[src/rtl/fpc_pkg.sv]
package fpc_pkg;

    localparam int PIX_W = 10;
    localparam int MEM_W = 8;
    localparam int BANKS = 2;

    typedef enum logic {
        BANK0 = 1'b0,
        BANK1 = 1'b1
    } bank_e;

    // One pending byte write toward the capture bank
    typedef struct packed {
        logic             en;
        logic [MEM_W-1:0] data;
    } wr_beat_t;

    // Field value 1 writes bank 0, field value 0 writes bank 1
    function automatic bank_e capture_bank(input logic fld);
        return fld ? BANK0 : BANK1;
    endfunction

    // Upper bits of a decoder word that fit one SRAM byte
    function automatic logic [MEM_W-1:0] keep_msbs(input logic [PIX_W-1:0] w);
        return w[PIX_W-1 -: MEM_W];
    endfunction

endpackage

[src/rtl/fpc_sync.sv]
module fpc_sync #(
    parameter int STAGES = 2
) (
    input  logic clk,
    input  logic rst,
    input  logic d,
    output logic q
);
    logic [STAGES-1:0] chain;

    always_ff @(posedge clk) begin
        if (rst) begin
            chain <= '0;
        end else begin
            chain <= {chain[STAGES-2:0], d};
        end
    end

    assign q = chain[STAGES-1];
endmodule

[src/rtl/fpc_addr_gen.sv]
module fpc_addr_gen
    import fpc_pkg::*;
#(
    parameter int ADDR_W = 20
) (
    input  logic              clk,
    input  logic              rst,
    input  logic              vid_active,
    input  logic [PIX_W-1:0]  vid_word,
    input  logic              clear,
    output logic              act_q,
    output wr_beat_t          beat,
    output logic [ADDR_W-1:0] wr_addr,
    output logic [ADDR_W-1:0] next_addr
);
    localparam logic [ADDR_W-1:0] LAST = '1;
    localparam logic [ADDR_W-1:0] ONE  = {{(ADDR_W-1){1'b0}}, 1'b1};

    logic [ADDR_W-1:0] ptr;
    logic [ADDR_W-1:0] base;
    logic              run_start;

    // A run starts on the first active sample after a blanking sample
    assign run_start = vid_active && !act_q;
    assign base      = run_start ? '0 : ptr;

    always_ff @(posedge clk) begin
        if (rst) begin
            act_q   <= 1'b0;
            beat    <= '0;
            wr_addr <= '0;
            ptr     <= '0;
        end else begin
            act_q   <= vid_active;
            beat.en <= vid_active;
            if (vid_active) begin
                wr_addr   <= base;
                beat.data <= keep_msbs(vid_word);
                ptr       <= (base == LAST) ? LAST : base + ONE;
            end else if (clear) begin
                ptr <= '0;
            end
        end
    end

    assign next_addr = ptr;
endmodule

[src/rtl/fpc_swap_ctrl.sv]
module fpc_swap_ctrl
    import fpc_pkg::*;
#(
    parameter int ADDR_W = 20
) (
    input  logic              clk,
    input  logic              rst,
    input  logic              field_s,
    input  logic              vid_active,
    input  logic              act_q,
    input  logic [ADDR_W-1:0] next_addr,
    output bank_e             cap_bank,
    output logic              swap,
    output logic              done,
    output logic [ADDR_W-1:0] done_len,
    output bank_e             done_bank
);
    logic fld_q;

    // Two consecutive blanking samples guarantee no write is in flight
    assign swap     = (field_s != fld_q) && !vid_active && !act_q;
    assign cap_bank = capture_bank(fld_q);

    always_ff @(posedge clk) begin
        if (rst) begin
            fld_q     <= 1'b0;
            done      <= 1'b0;
            done_len  <= '0;
            done_bank <= BANK0;
        end else begin
            done <= swap;
            if (swap) begin
                fld_q     <= field_s;
                done_len  <= next_addr;
                done_bank <= capture_bank(fld_q);
            end
        end
    end
endmodule

[src/rtl/fpc_router.sv]
module fpc_router
    import fpc_pkg::*;
#(
    parameter int ADDR_W = 20
) (
    input  bank_e             cap_bank,
    input  wr_beat_t          beat,
    input  logic [ADDR_W-1:0] wr_addr,
    input  logic [ADDR_W-1:0] host_addr,
    input  logic              host_ce_n,
    input  logic              host_oe_n,
    input  logic [MEM_W-1:0]  mem_rdata [BANKS],
    output logic [ADDR_W-1:0] mem_addr  [BANKS],
    output logic [MEM_W-1:0]  mem_wdata [BANKS],
    output logic              mem_ce_n  [BANKS],
    output logic              mem_we_n  [BANKS],
    output logic              mem_oe_n  [BANKS],
    output logic [MEM_W-1:0]  host_rdata
);
    for (genvar g = 0; g < BANKS; g++) begin : g_bank
        localparam bank_e ME = (g == 0) ? BANK0 : BANK1;
        always_comb begin
            if (cap_bank == ME) begin
                mem_addr[g]  = wr_addr;
                mem_wdata[g] = beat.data;
                mem_ce_n[g]  = !beat.en;
                mem_we_n[g]  = !beat.en;
                mem_oe_n[g]  = 1'b1;
            end else begin
                mem_addr[g]  = host_addr;
                mem_wdata[g] = '0;
                mem_ce_n[g]  = host_ce_n;
                mem_we_n[g]  = 1'b1;
                mem_oe_n[g]  = host_oe_n;
            end
        end
    end

    assign host_rdata = (cap_bank == BANK0) ? mem_rdata[1] : mem_rdata[0];
endmodule

[src/rtl/field_pingpong_capture.sv]
module field_pingpong_capture
    import fpc_pkg::*;
#(
    parameter int ADDR_W    = 20,
    parameter int SYNC_STGS = 2
) (
    input  logic              clk,
    input  logic              rst,
    input  logic              vid_active,
    input  logic [PIX_W-1:0]  vid_word,
    input  logic              field_raw,
    input  logic [ADDR_W-1:0] host_addr,
    input  logic              host_ce_n,
    input  logic              host_oe_n,
    output logic [MEM_W-1:0]  host_rdata,
    output logic [ADDR_W-1:0] bank0_addr,
    output logic [MEM_W-1:0]  bank0_wdata,
    input  logic [MEM_W-1:0]  bank0_rdata,
    output logic              bank0_ce_n,
    output logic              bank0_we_n,
    output logic              bank0_oe_n,
    output logic [ADDR_W-1:0] bank1_addr,
    output logic [MEM_W-1:0]  bank1_wdata,
    input  logic [MEM_W-1:0]  bank1_rdata,
    output logic              bank1_ce_n,
    output logic              bank1_we_n,
    output logic              bank1_oe_n,
    output logic              field_done,
    output logic [ADDR_W-1:0] field_len,
    output logic              field_bank
);
    logic              field_s;
    logic              act_q;
    logic              swap;
    wr_beat_t          beat;
    logic [ADDR_W-1:0] wr_addr;
    logic [ADDR_W-1:0] next_addr;
    bank_e             cap_bank;
    bank_e             done_bank;

    logic [ADDR_W-1:0] m_addr  [BANKS];
    logic [MEM_W-1:0]  m_wdata [BANKS];
    logic [MEM_W-1:0]  m_rdata [BANKS];
    logic              m_ce_n  [BANKS];
    logic              m_we_n  [BANKS];
    logic              m_oe_n  [BANKS];

    fpc_sync #(.STAGES(SYNC_STGS)) u_sync (
        .clk (clk),
        .rst (rst),
        .d   (field_raw),
        .q   (field_s)
    );

    fpc_addr_gen #(.ADDR_W(ADDR_W)) u_addr (
        .clk        (clk),
        .rst        (rst),
        .vid_active (vid_active),
        .vid_word   (vid_word),
        .clear      (swap),
        .act_q      (act_q),
        .beat       (beat),
        .wr_addr    (wr_addr),
        .next_addr  (next_addr)
    );

    fpc_swap_ctrl #(.ADDR_W(ADDR_W)) u_swap (
        .clk        (clk),
        .rst        (rst),
        .field_s    (field_s),
        .vid_active (vid_active),
        .act_q      (act_q),
        .next_addr  (next_addr),
        .cap_bank   (cap_bank),
        .swap       (swap),
        .done       (field_done),
        .done_len   (field_len),
        .done_bank  (done_bank)
    );

    assign m_rdata[0] = bank0_rdata;
    assign m_rdata[1] = bank1_rdata;

    fpc_router #(.ADDR_W(ADDR_W)) u_route (
        .cap_bank   (cap_bank),
        .beat       (beat),
        .wr_addr    (wr_addr),
        .host_addr  (host_addr),
        .host_ce_n  (host_ce_n),
        .host_oe_n  (host_oe_n),
        .mem_rdata  (m_rdata),
        .mem_addr   (m_addr),
        .mem_wdata  (m_wdata),
        .mem_ce_n   (m_ce_n),
        .mem_we_n   (m_we_n),
        .mem_oe_n   (m_oe_n),
        .host_rdata (host_rdata)
    );

    assign bank0_addr  = m_addr[0];
    assign bank0_wdata = m_wdata[0];
    assign bank0_ce_n  = m_ce_n[0];
    assign bank0_we_n  = m_we_n[0];
    assign bank0_oe_n  = m_oe_n[0];
    assign bank1_addr  = m_addr[1];
    assign bank1_wdata = m_wdata[1];
    assign bank1_ce_n  = m_ce_n[1];
    assign bank1_we_n  = m_we_n[1];
    assign bank1_oe_n  = m_oe_n[1];
    assign field_bank  = (done_bank == BANK1);
endmodule

[config.mk]
export PLATFORM = sky130hd
export DESIGN_NAME = field_pingpong_capture
export DESIGN_NICKNAME = d
export VERILOG_FILES = /design/src/rtl/fpc_pkg.sv /design/src/rtl/fpc_sync.sv /design/src/rtl/fpc_addr_gen.sv /design/src/rtl/fpc_swap_ctrl.sv /design/src/rtl/fpc_router.sv /design/src/rtl/field_pingpong_capture.sv
export SDC_FILE = /design/constraint.sdc
export NUM_CORES = 1
export LEC_CHECK = 0
export ABC_AREA = 1
export BUFFER_PORTS_ARGS = -buffer_cell sky130_fd_sc_hd__buf_2
export CAP_MARGIN = 40
export CORE_MARGIN = 1.5
export CORE_UTILIZATION = 45
export DETAILED_ROUTE_END_ITERATION = 16
export PLACE_DENSITY = 0.8
export SLEW_MARGIN = 10
export SYNTH_ARGS = -nofsm -noshare
export SYNTH_HDL_FRONTEND = slang
export SYNTH_SLANG_ARGS = --single-unit
export TNS_END_PERCENT = 10
[constraint.sdc]
create_clock -name clk -period 1.8 [get_ports clk]
set_input_delay 0.09 -clock clk [delete_from_list [all_inputs] [get_ports clk]]
set_output_delay 0.09 -clock clk [all_outputs]
set_load 0.02 [all_outputs]
==> flow_summary_export.csv <==
group,metric,value,unit
route,ant_nets,0,
power_and_ir_drop,pwr-share-seq,47.1,%
timing,setup_viol,0,
synthesis,synthMostInstantiatedCell,"nand2_1",
run,maxCapViolations,0,
worst_hold_path,hold_path_end,"u_addr.wr_addr[18]$_SDFFE_PP0P_",
critical_path,reg2reg_from,"u_addr.next_addr[0]$_SDFFE_PP0P_",
global_route,grt_max_degree,54,
worst_hold_path,hold_path.class,"in -> reg",
timing,final-hold-violation-count,0,
layout,finalNetCount,808,
clocking,cts_max_level,3,
critical_path,crit_chain,"inv_1, nor2_2, ha_4, nand4_1, nor2_2, nand2_2, buf_4, buf_4, nand2_1, nand3_1, o211ai_2",
layout,diodes,0,
outcome,status,"completed",
global_route,track_usage,22.5,%
route,vias_per_cell,4.97,
power_and_ir_drop,p_clk_share,34.0,%
place,placedCellCount,845,
synthesis,synthTopCellsByArea,"dfxtp_1 (38%), nand2_1 (14%), o21ai_0 (12%), inv_1 (8.5%), a21oi_1 (6.6%)",
synthesis,synth_top_area_share,37.5,%
floorplan,core,8340,um^2
route,wl,10800,um
critical_path,critPathLaunchType,"flip-flop",
route,route.detailed.wl_per_inst,12.5,um
timing,slew_viol_final,0,
power_and_ir_drop,p_sw,0.00107,W
synthesis,synth_top_area_cell,"dfxtp_1",
clocking,worstSkewPairLatency,0.35,ns
power_and_ir_drop,irDropWorstVdd,0.000351,V
floorplan,io_pins,144,
layout,syn2layout_area_growth,30.6,%
synthesis,syn_inst,601,
timing,rsz0062_at_grt,"true",
power_and_ir_drop,switching_share,29.2,%
power_and_ir_drop,p_comb_share,18.9,%
synthesis,syn_area,3950,um^2
clocking,cts.clk_slew.worst_paths,0.07,ns
critical_path,crit_fanout,3,
route,drc,0,
critical_path,criticalPathCategory,"reg -> reg",
timing,max_freq,0.577,GHz
synthesis,synth_cell_types,29,
place,placed_cell_area,4890,um^2
worst_hold_path,hold_start,"rst",
synthesis,ys_seq_area_share,37.5,%
synthesis,synthArstFlopShare,0,%
clocking,ctsRootBufferMaster,"clkbuf_8",
power_and_ir_drop,power.density,714,nW/um^2
global_route,antenna_found_initial,0,
synthesis,synth-main-ff-cell,"dfxtp_1",
timing,fin_crit,1.73,ns
synthesis,yosysWarnings,0,
global_route,overflow,0,
floorplan,start_util,47.3,%
clocking,clockBufferDepth,2,
route,vias,4296,
place,gp_congestion,0.913,
synthesis,synth_commonest_cells,"nand2_1 (144), o21ai_0 (91), inv_1 (89), dfxtp_1 (74), a21oi_1 (52)",
timing,skew,0.00651,ns
timing,tightest_slew,0.415,ns
floorplan,die_area,9340,um^2
floorplan,fp.dieH,96.7,um
layout,post-route-util,61.8,%
floorplan,rows,33,
route,firstDrtPassIters,5,
critical_path,required,2.08,ns
clocking,cts_tree,"built",
route,first_iter_violations,174,
layout,drive_above_1_share,31.5,%
critical_path,cp_data_arrival_time,2.02,ns
clocking,numCtsBuffers,9,
power_and_ir_drop,p_leak,2.60,nW
place,hpwl,8140,um
global_route,grt_pass1_wl,17600,um
layout,instances_no_fill,864,
timing,post-route-period-util,96.4,%
synthesis,syn_avg_cell_area,6.57,um^2
critical_path,slowest_delay,0.33,ns
synthesis,synth-edff-count,0,
place,io_buffer_count,141,
floorplan,die_x,96.7,um
clocking,cts_sinks,74,
critical_path,r2r-end,"u_addr.next_addr[10]$_SDFFE_PP0P_",
critical_path,rrSetupSlack,0.07,ns
timing,slew_headroom,72.3,%
layout,final_area,5160,um^2
critical_path,cpMaxStageDelayCell,"dfxtp_1",
power_and_ir_drop,power.internal,0.00261,W
critical_path,end_kind,"flip-flop",
critical_path,worst-r2r-cell-count,11,
synthesis,ys_ff_latch,74,
worst_hold_path,min_path_cells,2,
synthesis,synth_fp_nets,654,
global_route,grt_pass1_vias,4016,
-- worst max-delay path, delay by kind of cell (launching register included) --
kind	cells	cell delay, ns
buffers and inverters	3	0.33
AOI/OAI and AO/OA	1	0.08
adders and majority gates	1	0.18
and+or+nand+nor	6	0.76
DFF	1	0.33
-- registers in the layout, indices dropped and copies added (netlist names) --
register / cells
u_addr.act_q: 1
u_addr.beat: 8
u_addr.next_addr: 20
u_addr.wr_addr: 20
u_swap.done: 1
u_swap.done_bank: 1
u_swap.done_len: 20
u_swap.fld_q: 1
u_sync.chain: 2
-- worst max-delay path by stage --
stage / start / to / slack, ns
global route: u_addr.next_addr[0]$_SDFFE_PP0P_ / u_addr.next_addr[14]$_SDFFE_PP0P_ / -0.02
detailed placement: u_addr.act_q$_SDFF_PP0_ / u_addr.next_addr[13]$_SDFFE_PP0P_ / 0.04
CTS: u_addr.act_q$_SDFF_PP0_ / u_addr.next_addr[13]$_SDFFE_PP0P_ / 0.002
floorplan: u_addr.act_q$_SDFF_PP0_ / u_addr.next_addr[10]$_SDFFE_PP0P_ / 0.01
global placement: u_addr.act_q$_SDFF_PP0_ / u_addr.next_addr[17]$_SDFFE_PP0P_ / 0.09
finish: u_addr.next_addr[0]$_SDFFE_PP0P_ / u_addr.next_addr[10]$_SDFFE_PP0P_ / 0.07
-- cells by family after synthesis --
logic type,count (synthesis),share of synthesized area [%]
XOR/XNOR,3,0.666
AO/OA/AOI/OAI,154,20.5
buffers and inverters,127,12.5
adder cells (fa/ha/maj),1,0.317
flip-flops,74,37.5
AND/OR/NAND/NOR,242,28.5
-- routing by layer --
| layer | share of wire (%) | global-route usage, % | up-vias |
|---|---|---|---|
| li1 | - | - | 2206 |
| met1 | 40 | 25.1 | 1952 |
| met2 | 52 | 42.0 | 124 |
| met3 | 5.5 | 3.76 | 14 |
| met4 | 2.4 | 9.14 | 0 |
| met5 | 0 | 0 | - |
-- power by group through the flow --
stage	Sequential (W)	Combinational, W	Clock (W)
floorplan	0.00180	0.000403	0
global placement	0.00177	0.000673	0
detailed placement	0.00177	0.000688	0
CTS	0.00173	0.000694	0.00127
global route	0.00174	0.000763	0.00134
finish	0.00174	0.000696	0.00125
-- cell type report --
| class | instances | area [um^2] |
|---|---|---|
| clock inverter | 3 | 40.0 |
| multi-input combinational | 400 | 2010 |
| fill | 803 | 3180 |
| sequential | 74 | 1480 |
| timing repair buffer | 176 | 991 |
| clock buffer | 12 | 145 |
| tap | 105 | 131 |
| inverter | 94 | 353 |
-- per-stage QoR --
step	power [W]	setup WS [ns]	setup TNS, ns	hold slack, ns
4_1_cts	0.00370	0.00212	0	0.0257
6_report	0.00368	0.0657	0	0.0204
5_1_grt	0.00385	-0.0164	-0.0164	0.0246
3_3_place_gp	0.00244	0.0934	0	0.332
3_5_place_dp	0.00246	0.0397	0	0.322
2_1_floorplan	0.00220	0.0146	0	0.197
-- cells in the final DEF (no fill, tap or decap) --
| master | n |
|---|---|
| a211oi_1 | 1 |
| a21oi_1 | 52 |
| buf_12 | 1 |
| buf_2 | 141 |
| buf_4 | 31 |
| buf_6 | 2 |
| bufinv_16 | 1 |
| clkbuf_1 | 2 |
| clkbuf_8 | 10 |
| clkinv_1 | 1 |
| clkinv_2 | 2 |
| dfxtp_1 | 72 |
| dfxtp_2 | 2 |
| dlygate4sd3_1 | 1 |
| ha_4 | 1 |
| inv_1 | 87 |
| inv_2 | 6 |
| nand2_1 | 140 |
| nand2_2 | 10 |
| nand2_4 | 2 |
| nand3_1 | 22 |
| nand3_2 | 11 |
| nand3b_1 | 1 |
| nand4_1 | 5 |
| nor2_1 | 34 |
| nor2_2 | 10 |
| nor2_4 | 5 |
| nor2_8 | 1 |
| nor3_4 | 1 |
| o211ai_1 | 4 |
| o211ai_2 | 2 |
| o21a_1 | 2 |
| o21ai_0 | 91 |
| o21bai_1 | 1 |
| o31ai_1 | 1 |
| xor2_1 | 3 |
-- repair_timing --
action	CTS	global route
buffers inserted	0	3
resized for setup	0	16
hold buffers	1	0
endpoints found under the hold margin	1	0
setup endpoints to repair	0	20
Power figures use the tool's default switching activity.
